===== config.mk =====
export PLATFORM = sky130hd
export DESIGN_NAME = mc_ctrl
export DESIGN_NICKNAME = d
export VERILOG_FILES = /design/src/rtl/mc_ctrl_pkg.sv /design/src/rtl/mc_ctrl_state.sv /design/src/rtl/mc_ctrl_next.sv /design/src/rtl/mc_ctrl_outdec.sv /design/src/rtl/mc_ctrl.sv
export SDC_FILE = /design/constraint.sdc
export NUM_CORES = 1
export LEC_CHECK = 0
export ABC_AREA = 1
export CORE_AREA = 2 2 39 41
export CTS_CLUSTER_SIZE = 25
export DETAILED_ROUTE_END_ITERATION = 16
export DIE_AREA = 0 0 41 43
export GPL_TIMING_DRIVEN = 0
export MAX_ROUTING_LAYER = met4
export PLACE_DENSITY = 0.71
export SLEW_MARGIN = 20
export SYNTH_ARGS = -nofsm -noshare
export SYNTH_HDL_FRONTEND = slang
export SYNTH_SLANG_ARGS = --single-unit

===== constraint.sdc =====
create_clock -name clk -period 1.4 [get_ports clk]
set_input_delay 0.28 -clock clk [delete_from_list [all_inputs] [get_ports clk]]
set_output_delay 0.28 -clock clk [all_outputs]
set_load 0.02 [all_outputs]

===== src/rtl/mc_ctrl_pkg.sv =====
// Package: step encoding, select encodings and the control bundle shared by
// the multicycle controller modules. Assumes a 4-bit step code is enough.
package mc_ctrl_pkg;

    localparam int STEP_W = 4;
    localparam int SEL2_W = 2;

    typedef enum logic [STEP_W-1:0] {
        ST_FETCH  = 4'd0,
        ST_DECODE = 4'd1,
        ST_ADDR   = 4'd2,
        ST_LDMEM  = 4'd3,
        ST_LDWB   = 4'd4,
        ST_STMEM  = 4'd5,
        ST_EXEC   = 4'd6,
        ST_RWB    = 4'd7,
        ST_BRANCH = 4'd8,
        ST_JUMP   = 4'd9,
        ST_EXCEPT = 4'd10
    } step_t;

    localparam logic              ASEL_PC    = 1'b0;
    localparam logic              ASEL_REG   = 1'b1;
    localparam logic [SEL2_W-1:0] BSEL_REG   = 2'd0;
    localparam logic [SEL2_W-1:0] BSEL_FOUR  = 2'd1;
    localparam logic [SEL2_W-1:0] BSEL_IMM   = 2'd2;
    localparam logic [SEL2_W-1:0] BSEL_IMMSH = 2'd3;
    localparam logic [SEL2_W-1:0] OP_ADD     = 2'd0;
    localparam logic [SEL2_W-1:0] OP_SUB     = 2'd1;
    localparam logic [SEL2_W-1:0] OP_FUNCT   = 2'd2;
    localparam logic [SEL2_W-1:0] PCS_ALU    = 2'd0;
    localparam logic [SEL2_W-1:0] PCS_ALUOUT = 2'd1;
    localparam logic [SEL2_W-1:0] PCS_JUMP   = 2'd2;
    localparam logic [SEL2_W-1:0] PCS_VECTOR = 2'd3;

    typedef struct packed {
        logic              ir_wr;
        logic              pc_wr;
        logic              pc_wr_cond;
        logic              mem_rd;
        logic              mem_wr;
        logic              mem_addr_sel;
        logic              rf_wr;
        logic              rf_dst_sel;
        logic              rf_data_sel;
        logic              alu_a_sel;
        logic [SEL2_W-1:0] alu_b_sel;
        logic [SEL2_W-1:0] alu_op;
        logic [SEL2_W-1:0] pc_src_sel;
        logic              epc_wr;
        logic              cause_wr;
    } ctrl_t;

endpackage


===== src/rtl/mc_ctrl_state.sv =====
// Step register of the controller. Holds the current step and loads the
// fetch step on a synchronous active-low reset. Assumes the next step
// arrives already decoded.
module mc_ctrl_state
    import mc_ctrl_pkg::*;
(
    input  logic  clk,
    input  logic  rst_n,
    input  step_t step_d,
    output step_t step_q
);

    // Step register with synchronous reset to fetch.
    always_ff @(posedge clk) begin
        if (!rst_n) begin
            step_q <= ST_FETCH;
        end else begin
            step_q <= step_d;
        end
    end

    AST_RESET_FETCH: assert property (@(posedge clk) !rst_n |=> step_q == ST_FETCH);

endmodule


===== src/rtl/mc_ctrl_next.sv =====
// Next-step logic. Fixed successors for most steps, plus two opcode
// dispatches: one after decode and one after the address step. Assumes the
// opcode stays stable from decode until the instruction completes.
module mc_ctrl_next
    import mc_ctrl_pkg::*;
#(
    parameter int                 OPC_W     = 6,
    parameter logic [OPC_W-1:0]   OPC_LOAD  = 6'h23,
    parameter logic [OPC_W-1:0]   OPC_STORE = 6'h2B,
    parameter logic [OPC_W-1:0]   OPC_RTYPE = 6'h00,
    parameter logic [OPC_W-1:0]   OPC_BEQ   = 6'h04,
    parameter logic [OPC_W-1:0]   OPC_JUMP  = 6'h02
) (
    input  step_t            step_i,
    input  logic [OPC_W-1:0] opcode_i,
    output step_t            step_o
);

    step_t decode_target;

    // First dispatch: choose the sequence for the decoded opcode.
    always_comb begin
        if (opcode_i == OPC_LOAD || opcode_i == OPC_STORE) begin
            decode_target = ST_ADDR;
        end else if (opcode_i == OPC_RTYPE) begin
            decode_target = ST_EXEC;
        end else if (opcode_i == OPC_BEQ) begin
            decode_target = ST_BRANCH;
        end else if (opcode_i == OPC_JUMP) begin
            decode_target = ST_JUMP;
        end else begin
            decode_target = ST_EXCEPT;
        end
    end

    // Successor of each step; the second dispatch splits load from store.
    always_comb begin
        case (step_i)
            ST_FETCH:  step_o = ST_DECODE;
            ST_DECODE: step_o = decode_target;
            ST_ADDR:   step_o = (opcode_i == OPC_LOAD) ? ST_LDMEM : ST_STMEM;
            ST_LDMEM:  step_o = ST_LDWB;
            ST_EXEC:   step_o = ST_RWB;
            default:   step_o = ST_FETCH;
        endcase
    end

endmodule


===== src/rtl/mc_ctrl_outdec.sv =====
// Output decode. Maps the current step to the datapath control bundle and
// qualifies the conditional PC write with the zero flag. Assumes unused
// selects should read 0 and that every write enable defaults to off.
module mc_ctrl_outdec
    import mc_ctrl_pkg::*;
(
    input  step_t step_i,
    input  logic  zero_i,
    output ctrl_t ctrl_o,
    output logic  pc_en_o
);

    // Per-step control values, all fields cleared first.
    always_comb begin
        ctrl_o = '0;
        case (step_i)
            ST_FETCH: begin
                ctrl_o.mem_rd     = 1'b1;
                ctrl_o.ir_wr      = 1'b1;
                ctrl_o.pc_wr      = 1'b1;
                ctrl_o.alu_a_sel  = ASEL_PC;
                ctrl_o.alu_b_sel  = BSEL_FOUR;
                ctrl_o.alu_op     = OP_ADD;
                ctrl_o.pc_src_sel = PCS_ALU;
            end
            ST_DECODE: begin
                ctrl_o.alu_a_sel  = ASEL_PC;
                ctrl_o.alu_b_sel  = BSEL_IMMSH;
                ctrl_o.alu_op     = OP_ADD;
            end
            ST_ADDR: begin
                ctrl_o.alu_a_sel  = ASEL_REG;
                ctrl_o.alu_b_sel  = BSEL_IMM;
                ctrl_o.alu_op     = OP_ADD;
            end
            ST_LDMEM: begin
                ctrl_o.mem_rd       = 1'b1;
                ctrl_o.mem_addr_sel = 1'b1;
            end
            ST_LDWB: begin
                ctrl_o.rf_wr       = 1'b1;
                ctrl_o.rf_dst_sel  = 1'b0;
                ctrl_o.rf_data_sel = 1'b1;
            end
            ST_STMEM: begin
                ctrl_o.mem_wr       = 1'b1;
                ctrl_o.mem_addr_sel = 1'b1;
            end
            ST_EXEC: begin
                ctrl_o.alu_a_sel  = ASEL_REG;
                ctrl_o.alu_b_sel  = BSEL_REG;
                ctrl_o.alu_op     = OP_FUNCT;
            end
            ST_RWB: begin
                ctrl_o.rf_wr       = 1'b1;
                ctrl_o.rf_dst_sel  = 1'b1;
                ctrl_o.rf_data_sel = 1'b0;
            end
            ST_BRANCH: begin
                ctrl_o.alu_a_sel  = ASEL_REG;
                ctrl_o.alu_b_sel  = BSEL_REG;
                ctrl_o.alu_op     = OP_SUB;
                ctrl_o.pc_src_sel = PCS_ALUOUT;
                ctrl_o.pc_wr_cond = 1'b1;
            end
            ST_JUMP: begin
                ctrl_o.pc_wr      = 1'b1;
                ctrl_o.pc_src_sel = PCS_JUMP;
            end
            ST_EXCEPT: begin
                ctrl_o.alu_a_sel  = ASEL_PC;
                ctrl_o.alu_b_sel  = BSEL_FOUR;
                ctrl_o.alu_op     = OP_SUB;
                ctrl_o.epc_wr     = 1'b1;
                ctrl_o.cause_wr   = 1'b1;
                ctrl_o.pc_wr      = 1'b1;
                ctrl_o.pc_src_sel = PCS_VECTOR;
            end
            default: ctrl_o = '0;
        endcase
    end

    // Final PC enable: unconditional request or zero-qualified request.
    always_comb begin
        pc_en_o = ctrl_o.pc_wr | (ctrl_o.pc_wr_cond & zero_i);
    end

endmodule


===== src/rtl/mc_ctrl.sv =====
// Multicycle processor controller top. Joins the step register, the
// next-step logic and the output decode, and exposes the control bundle as
// plain ports. Assumes opcode comes from the instruction register and stays
// stable from decode onward.
module mc_ctrl
    import mc_ctrl_pkg::*;
#(
    parameter int                 OPC_W     = 6,
    parameter logic [OPC_W-1:0]   OPC_LOAD  = 6'h23,
    parameter logic [OPC_W-1:0]   OPC_STORE = 6'h2B,
    parameter logic [OPC_W-1:0]   OPC_RTYPE = 6'h00,
    parameter logic [OPC_W-1:0]   OPC_BEQ   = 6'h04,
    parameter logic [OPC_W-1:0]   OPC_JUMP  = 6'h02
) (
    input  logic             clk,
    input  logic             rst_n,
    input  logic [OPC_W-1:0] opcode,
    input  logic             alu_zero,
    output logic             ir_wr,
    output logic             pc_wr,
    output logic             pc_wr_cond,
    output logic             pc_en,
    output logic             mem_rd,
    output logic             mem_wr,
    output logic             mem_addr_sel,
    output logic             rf_wr,
    output logic             rf_dst_sel,
    output logic             rf_data_sel,
    output logic             alu_a_sel,
    output logic [1:0]       alu_b_sel,
    output logic [1:0]       alu_op,
    output logic [1:0]       pc_src_sel,
    output logic             epc_wr,
    output logic             cause_wr
);

    step_t step_q;
    step_t step_d;
    ctrl_t ctrl;

    mc_ctrl_state u_state (
        .clk    (clk),
        .rst_n  (rst_n),
        .step_d (step_d),
        .step_q (step_q)
    );

    mc_ctrl_next #(
        .OPC_W     (OPC_W),
        .OPC_LOAD  (OPC_LOAD),
        .OPC_STORE (OPC_STORE),
        .OPC_RTYPE (OPC_RTYPE),
        .OPC_BEQ   (OPC_BEQ),
        .OPC_JUMP  (OPC_JUMP)
    ) u_next (
        .step_i   (step_q),
        .opcode_i (opcode),
        .step_o   (step_d)
    );

    mc_ctrl_outdec u_outdec (
        .step_i  (step_q),
        .zero_i  (alu_zero),
        .ctrl_o  (ctrl),
        .pc_en_o (pc_en)
    );

    // Unpack the control bundle onto the ports.
    always_comb begin
        ir_wr        = ctrl.ir_wr;
        pc_wr        = ctrl.pc_wr;
        pc_wr_cond   = ctrl.pc_wr_cond;
        mem_rd       = ctrl.mem_rd;
        mem_wr       = ctrl.mem_wr;
        mem_addr_sel = ctrl.mem_addr_sel;
        rf_wr        = ctrl.rf_wr;
        rf_dst_sel   = ctrl.rf_dst_sel;
        rf_data_sel  = ctrl.rf_data_sel;
        alu_a_sel    = ctrl.alu_a_sel;
        alu_b_sel    = ctrl.alu_b_sel;
        alu_op       = ctrl.alu_op;
        pc_src_sel   = ctrl.pc_src_sel;
        epc_wr       = ctrl.epc_wr;
        cause_wr     = ctrl.cause_wr;
    end

    logic opc_known;

    // Opcode recognised by the first dispatch (used only by the checks below).
    always_comb begin
        opc_known = (opcode == OPC_LOAD) || (opcode == OPC_STORE) ||
                    (opcode == OPC_RTYPE) || (opcode == OPC_BEQ) ||
                    (opcode == OPC_JUMP);
    end

    AST_FETCH_THEN_DECODE: assert property (@(posedge clk) disable iff (!rst_n)
        step_q == ST_FETCH |=> step_q == ST_DECODE);
    AST_IR_ONE_CYCLE: assert property (@(posedge clk) disable iff (!rst_n)
        ir_wr |=> !ir_wr);
    AST_UNDEF_TO_EXC: assert property (@(posedge clk) disable iff (!rst_n)
        (step_q == ST_DECODE && !opc_known) |=> (epc_wr && cause_wr));
    AST_LOAD_READ_THEN_WB: assert property (@(posedge clk) disable iff (!rst_n)
        (mem_rd && mem_addr_sel) |=> (rf_wr && rf_data_sel && !rf_dst_sel));
    AST_RF_WR_RETURNS: assert property (@(posedge clk) disable iff (!rst_n)
        rf_wr |=> ir_wr);
    AST_STORE_RETURNS: assert property (@(posedge clk) disable iff (!rst_n)
        mem_wr |=> ir_wr);
    AST_BRANCH_RETURNS: assert property (@(posedge clk) disable iff (!rst_n)
        pc_wr_cond |=> ir_wr);
    AST_EXC_RETURNS: assert property (@(posedge clk) disable iff (!rst_n)
        epc_wr |=> ir_wr);
    AST_WRITES_EXCLUSIVE: assert property (@(posedge clk) disable iff (!rst_n)
        $onehot0({ir_wr, mem_wr, rf_wr, epc_wr, pc_wr_cond}));

endmodule


Word-level counts from Yosys, hierarchy flattened
Index checks and enable logic that the tools add are counted.
{"block": "classes", "n_addsub": 0, "n_mul": 0, "div_mod_pow": 0, "magnitude_cmp": 0, "eq_ne": 14, "shifts": 0, "muxes": 16, "bitwise": 2, "reduce_logical": 6}
{"operator": "$pmux W5 S6", "count": 1}
{"operator": "$pmux W4 S5", "count": 1}
{"operator": "$eq A4 B3 Y1 const B", "count": 4}
{"operator": "$eq A4 B4 Y1 const B", "count": 3}
{"operator": "$eq A6 B6 Y1 const B", "count": 2}
{"operator": "$mux W4", "count": 3}
{"operator": "$eq A4 B2 Y1 const B", "count": 2}
{"operator": "$eq A6 B2 Y1 const B", "count": 1}
{"operator": "$eq A6 B3 Y1 const B", "count": 1}
{"operator": "$logic_not A6 Y1", "count": 1}
{"operator": "$mux W1", "count": 6}
{"operator": "$pmux W2 S3", "count": 1}
{"operator": "$pmux W3 S2", "count": 1}
{"operator": "$eq A4 B1 Y1 const B", "count": 1}
{"operator": "$logic_not A4 Y1", "count": 1}
{"operator": "$mux W2", "count": 2}
{"operator": "$reduce_or A2 Y1", "count": 2}
{"operator": "$mux W3", "count": 1}
{"operator": "$reduce_or A3 Y1", "count": 1}
{"operator": "$and A1 B1 Y1", "count": 1}
{"operator": "$logic_or A1 B1 Y1", "count": 1}
{"operator": "$or A1 B1 Y1", "count": 1}
{"block": "totals", "ff_bits": 4, "latchBits": 0, "mem_bits_rw": 0, "romBits": 0, "input_bits": 9, "output_inout_bits": 19, "elab_cells": 39, "memories": 0}

Longest topological paths before layout
{"block": "depth", "ltp_word": 6, "mapped_depth": 7, "ltp_nobuf": 7}

Modules after synthesis
From an unflattened synthesis, not the netlist that was laid out.
{"block": "hier_totals", "hier_cells": 94, "area_unflattened_um2": 510.5}
{"module": "mc_ctrl_next", "n_inst": 1, "cells_per_inst": 44, "area_per_inst_um2": 210.2, "seq_area_each_um2": 0.0}
{"module": "mc_ctrl_outdec", "n_inst": 1, "cells_per_inst": 38, "area_per_inst_um2": 190.2, "seq_area_each_um2": 0.0}
{"module": "mc_ctrl_state", "n_inst": 1, "cells_per_inst": 12, "area_per_inst_um2": 110.1, "seq_area_each_um2": 80.1}

Least setup slack after synthesis
Ideal clock, no wire load.
{"block": "synth_path", "path_type": "register to output", "start": "register u_state.step_q[2]", "end": "output port epc_wr", "t_arrival_ns": 1.137, "t_required_ns": 1.120, "slack_ns": -0.017, "stages_incl_launch_ff": 5, "path_buffers": 1, "path_cell_list": "dfxtp_1 inv_1 nand2_1 nor2_1 buf_4"}
{"block": "synth_via", "elab_chain_len": 2}
{"element": "from (decl)", "line_no": "mc_ctrl_state.sv:10", "source": "output step_t step_q"}
{"element": "from (signal assigned)", "line_no": "mc_ctrl_state.sv:18", "source": "step_q <= step_d;"}
{"element": "$eq A4 B4 Y1", "line_no": "mc_ctrl_outdec.sv:16", "source": "case (step_i)"}
{"element": "$mux W2", "line_no": "mc_ctrl_outdec.sv:16"}
{"element": "to (decl)", "line_no": "mc_ctrl.sv:33", "source": "output logic epc_wr,"}
Every way passes these cells.

Final worst setup path
{"block": "layout_path", "start": "register u_state.step_q[1]", "end": "output port pc_en"}
{"block": "layout_via", "elab_chain_len": 4, "word_cells_on_any_way": 9, "cone_classes": "3 x eq/ne; 2 x mux; 2 x bitwise; 2 x reduce/logical"}
{"element": "$eq A4 B4 Y1 / $logic_not A4 Y1 (equally long branches)", "line_no": "mc_ctrl_outdec.sv:16"}
{"element": "$reduce_or A3 Y1 (no source line) / $mux W1 (equally long branches)"}
{"element": "$mux W1 / $and A1 B1 Y1 (equally long branches)", "line_no": "mc_ctrl_outdec.sv:16, mc_ctrl_outdec.sv:85"}
{"element": "$or A1 B1 Y1 *", "line_no": "mc_ctrl_outdec.sv:85", "source": "pc_en_o = ctrl_o.pc_wr | (ctrl_o.pc_wr_cond & zero_i);"}
{"element": "to (decl)", "line_no": "mc_ctrl.sv:22", "source": "output logic pc_en,"}
Mark *: on every way between the ends. The rest lies on a longest branch, timed or not.

==> flow_metrics.env <==
export IMPL_rsz0062_at_grt="true"
export IMPL_reg2reg_depth=9
export IMPL_synth_nets=92
export IMPL_design_area_sq_um=850
export IMPL_yosysUniqueCellTypes=16
export IMPL_finClkSkew_ps=4.86
export IMPL_initial_utilization_pct=30.5
export IMPL_synth_avg_cell_area_sq_um=5.08
export IMPL_antenna_found_initial=0
export IMPL_first_iter_violations=14
export IMPL_drc=0
export IMPL_setup_tns_ps=-731
export IMPL_io_buffers=27
export IMPL_clockBufferDepth=2
export IMPL_hold_class="input pin to flop"
export IMPL_cts_inserted_buffers=3
export IMPL_critPathLaunchType="flop"
export IMPL_synth_warnings=0
export IMPL_firstDrtPassIters=4
export IMPL_layout_nets=133
export IMPL_drt_total_wl_mm=1.40
export IMPL_io_pins=28
export IMPL_worstMarginPinSlew_ps=189
export IMPL_synth_seq_area_share_pct=19.0
export IMPL_grt_max_degree=7
export IMPL_timing_fmax_ghz=0.640
export IMPL_cp_max_fo=5
export IMPL_grt_pass1_vias=554
export IMPL_drive_gt1_share_pct=45.9
export IMPL_status="complete, but fails checks"
export IMPL_die_w_um=41
export IMPL_layout_min_cycle_time_ps=1560
export IMPL_yosys_area_top_type_share_pct=19.6
export IMPL_place_gp_congestion=0.750
export IMPL_antenna_left=0
export IMPL_hold_start="rst_n"
export IMPL_wl_per_cell_um=10.1
export IMPL_endpoint_kind="primary output"
export IMPL_cts_tree="done"
export IMPL_violations="negative setup slack"
export IMPL_cts_sinks=4
export IMPL_cp_slowest_cell="dfxtp_4"
export IMPL_largest_register_ffs=4
export IMPL_synth_area_sq_um=422
export IMPL_top_register="u_state.step_q"
export IMPL_r2r_start="u_state.step_q[3]"
export IMPL_grt_pass1_wl_mm=2.23
export IMPL_hold_slack_ps=590
export IMPL_worstPathRequired_ps=1120
export IMPL_slowest_delay_ps=360
export IMPL_whs_path_depth=3
export IMPL_totalPowerFinal_mw=1.56
export IMPL_drv_slew=0
export IMPL_ir_drop_uv=1000
export IMPL_n_antenna_cell=0
export IMPL_cts_max_level=1
export IMPL_die_h_um=43
export IMPL_post_place_ws_ps=-417
export IMPL_vias_per_cell=4.56
export IMPL_gr_total_overflow=0
export IMPL_dpl_instance_area_sq_um=714
export IMPL_ctsRootBufferMaster="clkbuf_4"
export IMPL_dpl_hpwl_um=929
export IMPL_core_sq_mm=0.00138
export IMPL_syn_to_final_growth_pct=101
export IMPL_yosysTopAreaCell="nor2_1"
export IMPL_vias=629
export IMPL_crit_start="u_state.step_q[1]"
export IMPL_cp_arrival_ps=1280
export IMPL_setup_viol=11
export IMPL_pwr_density_cell_mw_per_mm2=1840
export IMPL_reg_largest_list="u_state.step_q: 4 flops"
export IMPL_track_usage_pct=18.4
export IMPL_finalHoldViolations=0
export IMPL_rows=14
export IMPL_clk_insertion_delay_late_ps=240
export IMPL_slew_headroom_pct=87.3
export IMPL_worst_slack_ps=-161
export IMPL_maxCapViolations=0
export IMPL_netlist_instances=83
export IMPL_worstSetupPathType="flop to primary output"
export IMPL_die_area_sq_mm=0.00176
export IMPL_synth_seq_cells=4
export IMPL_p_leak_nw=0.457
export IMPL_timing_final_crit_share_pct=112
export IMPL_clk_pin_slew_ps=40
export IMPL_path_cells="nor2_4 -> inv_2 -> nand2_4 -> o21ai_4 -> a21o_1 -> buf_6"
export IMPL_ctsHoldBuffers=0
export IMPL_ys_top_cells_by_area="nor2_1, dfxtp_1, inv_1, nand2_1, nand3_1"
timing repair:
action	4_1_cts	5_1_grt
pin swaps	3	2
gates resized for setup	103	25
buffers inserted	3	6
endpoints found under the setup margin	19	15
cloned	0	0
power by group:
| part | internal (mW) | switching [mW] | total (mW) |
|---|---|---|---|
| Sequential | 0.157 | 0.0565 | 0.214 |
| Combinational | 0.565 | 0.635 | 1.20 |
| Clock | 0.0961 | 0.0504 | 0.146 |
kinds of logic after synthesis:
kind of cell | count (synthesis) | synth area share, %
AO/OA/AOI/OAI | 7 | 10.1
buffers and inverters | 21 | 19.6
AND/OR/NAND/NOR | 51 | 51.3
flip-flops | 4 | 19.0
routing by layer:
metal	track usage [%]	vias up	share of wire [%]
li1	-	327	-
met1	20.9	281	39
met2	29.1	17	54
met3	2.09	4	4.0
met4	11.3	0	2.7
met5	-	-	0
path summary, 6_finish.rpt:
| path | end | slack (ps) |
|---|---|---|
| max | pc_en | -160 |
| min | u_state.step_q[2] | 590 |
| max reg2reg | u_state.step_q[0] | 230 |
| min reg2reg | u_state.step_q[1] | 630 |
placed cells by master (no fill, tap or decap), drive strengths merged:
cell	count
a21o	1
a21oi	3
buf	29
clkbuf	3
clkdlybuf4s50	8
dfxtp	4
inv	20
nand2	19
nand3	6
nand3b	1
nand4	1
nor2	23
nor3	1
o21ai	2
o22ai	1
through the flow:
stage	utilization [%]	std cells
2_1_floorplan	-	83
3_3_place_gp	51.6	126
3_5_place_dp	51.6	126
4_1_cts	53.4	132
5_1_grt	61.4	138
6_report	61.4	138
synth_stat cells:
cell type	n
nor2_1	22
inv_1	20
nand2_1	18
nand3_1	6
dfxtp_1	4
a21oi_1	3
a21o_1	1
buf_4	1
nand2_4	1
nand3b_1	1
nand4_1	1
nor2_2	1
nor3_1	1
o21ai_0	1
o21ai_2	1
o22ai_1	1
area by class of cell:
class / instances / area (sq um)
Sequential cell: 4 / 92.6
Inverter: 20 / 82.6
Timing Repair Buffer: 36 / 295
Tap cell: 16 / 20.0
Fill cell: 129 / 534
Buffer: 1 / 7.51
Multi-Input combinational cell: 58 / 329
Clock buffer: 3 / 22.5
worst max-delay path: cells and delay by family, from the launching register on:
family	cells	cell delay (ps)
buf+inv	2	210
compound gates	2	210
flops	1	360
simple gates	2	250
(Power assumes the default switching activity.)
